**src/rtl/sm_sub_pkg.sv**
```systemverilog
package sm_sub_pkg;
    typedef enum logic {
        SGN_POS = 1'b0,
        SGN_NEG = 1'b1
    } sgn_e;
endpackage

```
**src/rtl/sm_to_tc.sv**
```systemverilog
module sm_to_tc #(
    parameter int W = 8
) (
    input  logic [W-1:0] sm_i,
    output logic [W:0]   tc_o
);
    import sm_sub_pkg::*;

    logic [W:0] mag_ext_d;
    logic [W:0] tc_d;

    always_comb begin
        mag_ext_d = {2'b00, sm_i[W-2:0]};
        if (sgn_e'(sm_i[W-1]) == SGN_NEG) begin
            tc_d = ~mag_ext_d + 1'b1;
        end else begin
            tc_d = mag_ext_d;
        end
        tc_o = tc_d;
    end

    // a zero magnitude maps to zero whatever the sign bit
    always_comb begin
        if (sm_i[W-2:0] == '0) begin
            p_zero_maps_zero_r3: assert (tc_o == '0);
        end
    end

    // a nonzero operand keeps its sign in two's complement form
    always_comb begin
        if (sm_i[W-2:0] != '0) begin
            p_sign_kept_r1: assert (tc_o[W] == sm_i[W-1]);
        end
    end
endmodule

```
**src/rtl/tc_addsub.sv**
```systemverilog
module tc_addsub #(
    parameter int W = 9
) (
    input  logic [W-1:0] a_i,
    input  logic [W-1:0] b_i,
    input  logic         sub_i,
    output logic [W-1:0] s_o
);
    logic [W-1:0] b_x;
    logic [W-1:0] carry;

    assign b_x      = b_i ^ {W{sub_i}};
    assign carry[0] = sub_i;

    for (genvar i = 0; i < W; i++) begin : g_bit
        assign s_o[i] = a_i[i] ^ b_x[i] ^ carry[i];
        if (i < W - 1) begin : g_carry
            assign carry[i+1] = (a_i[i] & b_x[i]) | (carry[i] & (a_i[i] ^ b_x[i]));
        end
    end

    // the sum, modulo 2^W, inverts the requested operation
    always_comb begin
        if (sub_i) begin
            p_sub_inverse_r1: assert (W'(s_o + b_i) == a_i);
        end else begin
            p_add_inverse_r1: assert (W'(s_o - b_i) == a_i);
        end
    end
endmodule

```
**src/rtl/tc_to_sm.sv**
```systemverilog
module tc_to_sm #(
    parameter int W = 8
) (
    input  logic [W:0]   tc_i,
    output logic         sign_o,
    output logic [W-2:0] mag_o,
    output logic         ovf_o
);
    logic [W:0] abs_d;

    always_comb begin
        abs_d  = tc_i[W] ? (~tc_i + 1'b1) : tc_i;
        ovf_o  = |abs_d[W:W-1];
        sign_o = tc_i[W];
        mag_o  = abs_d[W-2:0];
    end

    // a zero magnitude never leaves with the sign set
    always_comb begin
        if (!ovf_o && mag_o == '0) begin
            p_zero_positive_r4: assert (sign_o == 1'b0);
        end
    end

    // without overflow the sign and magnitude rebuild the wide value
    always_comb begin
        if (!ovf_o) begin
            p_roundtrip_r5: assert ((sign_o ? (W+1)'(-{2'b00, mag_o}) : {2'b00, mag_o}) == tc_i);
        end
    end
endmodule

```
**src/rtl/sm_sub.sv**
```systemverilog
module sm_sub #(
    parameter int N = 8
) (
    input  logic [N-1:0] a_i,
    input  logic [N-1:0] b_i,
    output logic [N-1:0] diff_o,
    output logic         ovf_o
);
    localparam int WIDE = N + 1;

    typedef struct packed {
        logic         sign;
        logic [N-2:0] mag;
        logic         ovf;
    } res_t;

    logic [WIDE-1:0] a_tc;
    logic [WIDE-1:0] b_tc;
    logic [WIDE-1:0] d_tc;
    logic            r_sign;
    logic [N-2:0]    r_mag;
    logic            r_ovf;
    res_t            res_d;

    sm_to_tc #(.W(N)) u_cvt_a (.sm_i(a_i), .tc_o(a_tc));
    sm_to_tc #(.W(N)) u_cvt_b (.sm_i(b_i), .tc_o(b_tc));

    tc_addsub #(.W(WIDE)) u_core (
        .a_i  (a_tc),
        .b_i  (b_tc),
        .sub_i(1'b1),
        .s_o  (d_tc)
    );

    tc_to_sm #(.W(N)) u_cvt_d (
        .tc_i  (d_tc),
        .sign_o(r_sign),
        .mag_o (r_mag),
        .ovf_o (r_ovf)
    );

    always_comb begin
        res_d.sign = r_sign;
        res_d.mag  = r_mag;
        res_d.ovf  = r_ovf;
        diff_o     = {res_d.sign, res_d.mag};
        ovf_o      = res_d.ovf;
    end

    // overflow needs two nonzero operands with opposite sign bits
    always_comb begin
        if (ovf_o) begin
            p_no_overflow_r6: assert ((a_i[N-2:0] != '0) && (b_i[N-2:0] != '0)
                                      && (a_i[N-1] != b_i[N-1]));
        end
    end
endmodule

```
**config.mk**
```make
export PLATFORM = sky130hd
export DESIGN_NAME = sm_sub
export DESIGN_NICKNAME = d
export VERILOG_FILES = /design/src/rtl/sm_sub_pkg.sv /design/src/rtl/sm_to_tc.sv /design/src/rtl/tc_addsub.sv /design/src/rtl/tc_to_sm.sv /design/src/rtl/sm_sub.sv
export SDC_FILE = /design/constraint.sdc
export NUM_CORES = 1
export LEC_CHECK = 0
export ABC_AREA = 0
export ABC_CLOCK_PERIOD_IN_PS = 6900
export BUFFER_PORTS_ARGS = -buffer_cell sky130_fd_sc_hd__clkbuf_2
export CAP_MARGIN = 20
export CORE_UTILIZATION = 45
export DETAILED_ROUTE_END_ITERATION = 7
export PLACE_DENSITY_LB_ADDON = 0.2
export SKIP_LAST_GASP = 1
export SLEW_MARGIN = 40
export SYNTH_ARGS = -nofsm -noshare
export SYNTH_HDL_FRONTEND = slang
export SYNTH_SLANG_ARGS = --single-unit
```
**constraint.sdc**
```tcl
create_clock -name vclk -period 6.9
set_input_delay 0.69 -clock vclk [all_inputs]
set_output_delay 0.69 -clock vclk [all_outputs]
set_load 0.01 [all_outputs]
```
# Yosys cells after proc, flatten, opt, wreduce, memory -nomap -nowiden
# Index checks and enable logic that the tools add are counted.
[classes]
n_addsub = 3
bitwise_logic = 45
reduce_logical = 1
mux = 3
[op_table]
columns = ["cell", "n"]
rows = [
  ["$add A9 B1 Y9 const B", 3],
  ["$mux W9", 3],
  ["$not A7 Y9", 2],
  ["$not A9 Y9", 2],
  ["$xor A1 B1 Y1", 17],
  ["$and A1 B1 Y1", 15],
  ["$or A1 B1 Y1", 8],
  ["$reduce_or A2 Y1", 1],
  ["$not A1 Y1", 1],
]
[totals]
reg_bits = 0
inputBits = 16
word_cells = 52
out_inout_bits = 9

# Depth between registers and ports, before layout
[logic_depth]
ltp_word = 25
ltp_mapped = 16

# Modules after synthesis
# Synthesis repeated with hierarchy kept, for this count alone.
[unflattened]
cells_unflattened = 104
hier_area_um2 = 862.1
[by_module_without_submodules]
columns = ["mod", "area_each_um2", "instances", "cells_per_inst", "seq_area_each_um2"]
rows = [
  ["sm_to_tc", 180.2, 2, 22, 0.0],
  ["tc_addsub", 315.3, 1, 33, 0.0],
  ["tc_to_sm", 175.2, 1, 25, 0.0],
  ["sm_sub", 11.3, 1, 2, 0.0],
]

# Least setup slack after synthesis
# No wires, ideal clock.
[synth_timing]
kind = "input to output"
start = "in a_i[0]"
end = "out diff_o[4]"
required_ns = 6.210
stages = 16
path_buffers = 0
path_slack_ns = 1.599
t_arrival_ns = 4.611
cell_sequence = "inv_1 -> ha_1 -> nand2_1 -> o21ai_0 -> fa_1 -> fa_1 -> fa_1 -> fa_1 -> inv_1 -> fa_1 -> fa_1 -> inv_1 -> fa_1 -> xnor3_2 -> a21oi_1 -> xor2_1"
[synth_via]
elab_chain_len = 21
elab_cells_between_ends = 44
[synth_lines]
columns = ["item", "line_no", "source"]
rows = [
  ["start: declaration", "sm_sub.sv:4", "input logic [N-1:0] a_i,"],
  ["$not A7 Y9", "sm_to_tc.sv:15", "tc_d = ~mag_ext_d + 1'b1;"],
  ["$add A9 B1 Y9", "sm_to_tc.sv:15", ""],
  ["$mux W9 (*)", "sm_to_tc.sv:14", "if (sgn_e'(sm_i[W-1]) == SGN_NEG) begin"],
  ["$and A1 B1 Y1 / $xor A1 B1 Y1 (equally long branches)", "tc_addsub.sv:18, tc_addsub.sv:16", ""],
  ["$or A1 B1 Y1", "tc_addsub.sv:18", "assign carry[i+1] = (a_i[i] & b_x[i]) | (carry[i] & (a_i[i] ^ b_x[i]));"],
  ["$and A1 B1 Y1", "tc_addsub.sv:18", ""],
  ["$or A1 B1 Y1", "tc_addsub.sv:18", ""],
  ["$and A1 B1 Y1", "tc_addsub.sv:18", ""],
  ["[5 not listed]", "--", ""],
  ["$and A1 B1 Y1", "tc_addsub.sv:18", ""],
  ["$or A1 B1 Y1", "tc_addsub.sv:18", ""],
  ["$and A1 B1 Y1", "tc_addsub.sv:18", ""],
  ["$or A1 B1 Y1", "tc_addsub.sv:18", ""],
  ["$and A1 B1 Y1", "tc_addsub.sv:18", ""],
  ["$or A1 B1 Y1", "tc_addsub.sv:18", ""],
  ["$xor A1 B1 Y1", "tc_addsub.sv:16", "assign s_o[i] = a_i[i] ^ b_x[i] ^ carry[i];"],
  ["$mux W9 (*)", "tc_to_sm.sv:12", "abs_d = tc_i[W] ? (~tc_i + 1'b1) : tc_i;"],
  ["end: declaration", "sm_sub.sv:6", "output logic [N-1:0] diff_o,"],
]
# Every way passes the cells marked *; elsewhere a longest branch is shown, timed or not.

# Final worst setup path
[layout_timing]
start = "in a_i[0]"
end = "out diff_o[1]"
# Same word-level chain as after synthesis.

==> results.rst <==
.. list-table::
   :header-rows: 1

   * - Metric
     - Value
   * - Result of the run
     - finished, final reports clean
   * - Dominant cell type by count on the critical path
     - sky130_fd_sc_hd__fa_1
   * - Syn Std Cell Area
     - about 650 sq um
   * - Post-place setup slack
     - around 1.2 ns
   * - Total power density per cell area
     - 184 nW/um^2
   * - Global-route wire length before repair
     - roughly 2.0 mm
   * - Worst hold path type
     - in -> out
   * - Final sequential cell count
     - 0
   * - Total number of placement rows
     - 13
   * - Largest cells by area after synthesis
     - sky130_fd_sc_hd__fa_1 22%, sky130_fd_sc_hd__xnor2_1 11%, sky130_fd_sc_hd__xor2_1 9.5%, sky130_fd_sc_hd__ha_1 7.8%, sky130_fd_sc_hd__inv_1 5.8%
   * - Width of the die
     - roughly 40 um
   * - Crit path required time
     - around 6.2 ns
   * - Area leader, netlist
     - sky130_fd_sc_hd__fa_1
   * - Final setup violation count
     - 0
   * - RePlAce Congestion
     - 0.824
   * - Number of antenna violations at the first check in global routing
     - 0
   * - # clk buffers
     - 0
   * - Routed WL
     - about 1.2 mm
   * - Number of buffers inserted by hold repair at cts
     - 0
   * - Multi-input logic area
     - roughly 600 sq um
   * - Cell area reported after detailed placement
     - 767 sq um
   * - Via count of the first global-routing pass
     - about 510
   * - Number of port buffers
     - 25
   * - Nets
     - ~130
   * - Highest clock frequency the design can meet
     - ~180 MHz
   * - Number of vias after detailed routing
     - around 600
   * - Antenna fix cells
     - 0
   * - Area share of the leading cell type in the synthesized netlist
     - 0.217
   * - Maximum fanout encountered on the critical timing path
     - 9
   * - Wire per inst
     - between 10 and 15 um
   * - Net count after synthesis
     - 105
   * - Final Critical Period
     - between 5 and 6 ns
   * - I/O pins
     - 25
   * - Final worst-path cycle share
     - 0.818
   * - Tightest Pin Transition
     - around 0.34 ns
   * - Avg Cell Area, Syn
     - 8.28 sq um
   * - Number of stages on the worst hold path
     - 4
   * - Biggest cell delay along the critical path
     - ~0.5 ns
   * - Headroom to the max-slew limit
     - 0.770
   * - Post-CTS Setup Repair Bufs
     - 0
   * - Minimum setup slack in the final design
     - 1.26 ns
   * - Post-CTS resize count
     - 0
   * - GRT Overall Usage
     - 0.186
   * - Post-route cell area
     - about 770 sq um
   * - Worst IR drop on VDD
     - about 0.000073 V
   * - Critical path startpoint category
     - input port
   * - Synth-to-Final Area Change
     - 18.8%
   * - First-pass iteration count of the detailed router
     - 2
   * - Warning count from the yosys run
     - 0
   * - Sort of element at the end of the critical path
     - output pin
   * - Crit path kind
     - in -> out
   * - Setup repair after global routing missed its margin
     - false
   * - Number of remaining DRC errors
     - 0
   * - Routed Antenna Nets
     - 0
   * - Estimated wirelength of the detail-placed design
     - roughly 1.1 mm
   * - Core area
     - around 1300 sq um
   * - Leak Pwr
     - a little under 0.4 nW
   * - Register Area
     - 0 sq um
   * - Instance count of the mapped netlist
     - between 70 and 80
   * - Max-cap violation count
     - 0
   * - Part of the Yosys area used for sequential elements
     - 0
   * - Mean number of vias per cell
     - roughly 5.2
   * - Cell chain of the critical path
     - clkbuf_2 -> inv_1 -> ha_1 -> nand2_1 -> o21ai_0 -> fa_1 -> fa_1 -> fa_1 -> fa_1 -> inv_1 -> fa_1 -> fa_1 -> inv_1 -> fa_1 -> xnor3_2 -> mux2_2 -> clkbuf_2
   * - Fillers
     - between 100 and 150
   * - Maximum number of pins on one net before global-route repair
     - 10
   * - Effective utilization at floorplan
     - 0.490
   * - Worst Hold Margin
     - 1.83 ns
   * - CP arrival
     - 4.95 ns
   * - Distinct cells, synth
     - 28
   * - Final-report hold violation count
     - 0
   * - Initial DRC count
     - 11
   * - Vertical extent of the die
     - 39.9 um
   * - Slowest cell on the critical path
     - sky130_fd_sc_hd__xnor3_2
   * - Ratio of cells with drive above 1 in the final layout
     - 0.290
   * - Final-layout setup total negative slack
     - 0 ns
   * - Total count of max-transition violations in the final report
     - 0
   * - Die Footprint
     - between 1500 and 2000 sq um
   * - Aggregate global routing overflow
     - 0
final cells by class:
type / instances / share of cell area
Tap cell: 15 / 0.0245
Timing Repair Buffer: 25 / 0.163
Multi-Input combinational cell: 65 / 0.763
Inverter: 10 / 0.0489
kinds of logic after synthesis:
kind of cell	count (synthesis)	synth area share
mux	2	0.0329
fa+ha+maj	11	0.295
simple gates	24	0.203
buf+inv	13	0.0930
xor+xnor	16	0.240
compound gates	12	0.136
placed cells by master, fill, tap and decap left out:
master	netlist	final
sky130_fd_sc_hd__mux2_2	1	1
sky130_fd_sc_hd__ha_1	4	4
sky130_fd_sc_hd__or3_2	1	1
sky130_fd_sc_hd__o21a_1	1	1
sky130_fd_sc_hd__nand2_1	6	6
sky130_fd_sc_hd__nand3_1	1	1
sky130_fd_sc_hd__mux2i_1	1	1
sky130_fd_sc_hd__o31ai_1	5	5
sky130_fd_sc_hd__nor4_1	1	1
sky130_fd_sc_hd__o22a_1	1	1
sky130_fd_sc_hd__o31a_1	1	1
sky130_fd_sc_hd__or3_1	3	3
sky130_fd_sc_hd__nand2b_1	2	2
sky130_fd_sc_hd__clkbuf_2	0	25
sky130_fd_sc_hd__nor2_1	6	6
sky130_fd_sc_hd__and4b_1	1	1
sky130_fd_sc_hd__o21ai_1	1	1
sky130_fd_sc_hd__a21oi_1	1	1
sky130_fd_sc_hd__xnor3_2	1	1
sky130_fd_sc_hd__or3b_4	1	1
sky130_fd_sc_hd__nor2b_1	1	1
sky130_fd_sc_hd__xor2_1	7	7
sky130_fd_sc_hd__fa_1	7	7
sky130_fd_sc_hd__o21ai_0	1	1
sky130_fd_sc_hd__o21ba_1	1	1
sky130_fd_sc_hd__or3b_1	1	1
sky130_fd_sc_hd__xnor2_1	8	8
sky130_fd_sc_hd__inv_1	10	10
cells in the mapped netlist, drive strengths merged:
cell,number
nor4,1
o21ai,2
and4b,1
nor2,6
fa,7
ha,4
o31a,1
nand2,6
or3,4
nand2b,2
a21oi,1
mux2i,1
buf,3
xnor3,1
o21a,1
nor2b,1
o31ai,5
mux2,1
xnor2,8
o21ba,1
nand3,1
inv,10
or3b,2
o22a,1
xor2,7
worst max-delay path, delay by kind of cell:
family                     cells  cell delay (ns)
muxes                          1             0.35
AOI/OAI and AO/OA              1             0.12
and+or+nand+nor                1             0.06
buffers and inverters          5             0.39
adders and majority gates      8             2.82
xor gates and xnor gates       1             0.51
final timing paths:
path    from        end  slack [ns]
max   a_i[0]  diff_o[1]        1.26
min   b_i[0]  diff_o[0]        1.83
report_power, final:
group	total [mW]	leakage (nW)	internal, mW	switching (mW)
Combinational	0.141	0.388	0.0678	0.0730
Sequential	0	0	0	0
Clock	0	0	0	0
Total	0.141	0.388	0.0678	0.0730
metal layers:
metal | vias up | global-route usage | part of all wire
met3 | 0 | 0 | 0.028
met4 | 0 | 0 | 0
met2 | 14 | 0.367 | 0.53
met1 | 283 | 0.232 | 0.44
met5 | - | 0 | 0
li1 | 304 | - | -
metrics by stage:
stage,instances,util,power (mW)
floorplan,78,-,0.102
global placement,115,0.582,0.140
detailed placement,115,0.582,0.143
CTS,115,0.582,0.144
global route,115,0.582,0.163
finish,115,0.582,0.141
Power figures use the tool's default switching activity.
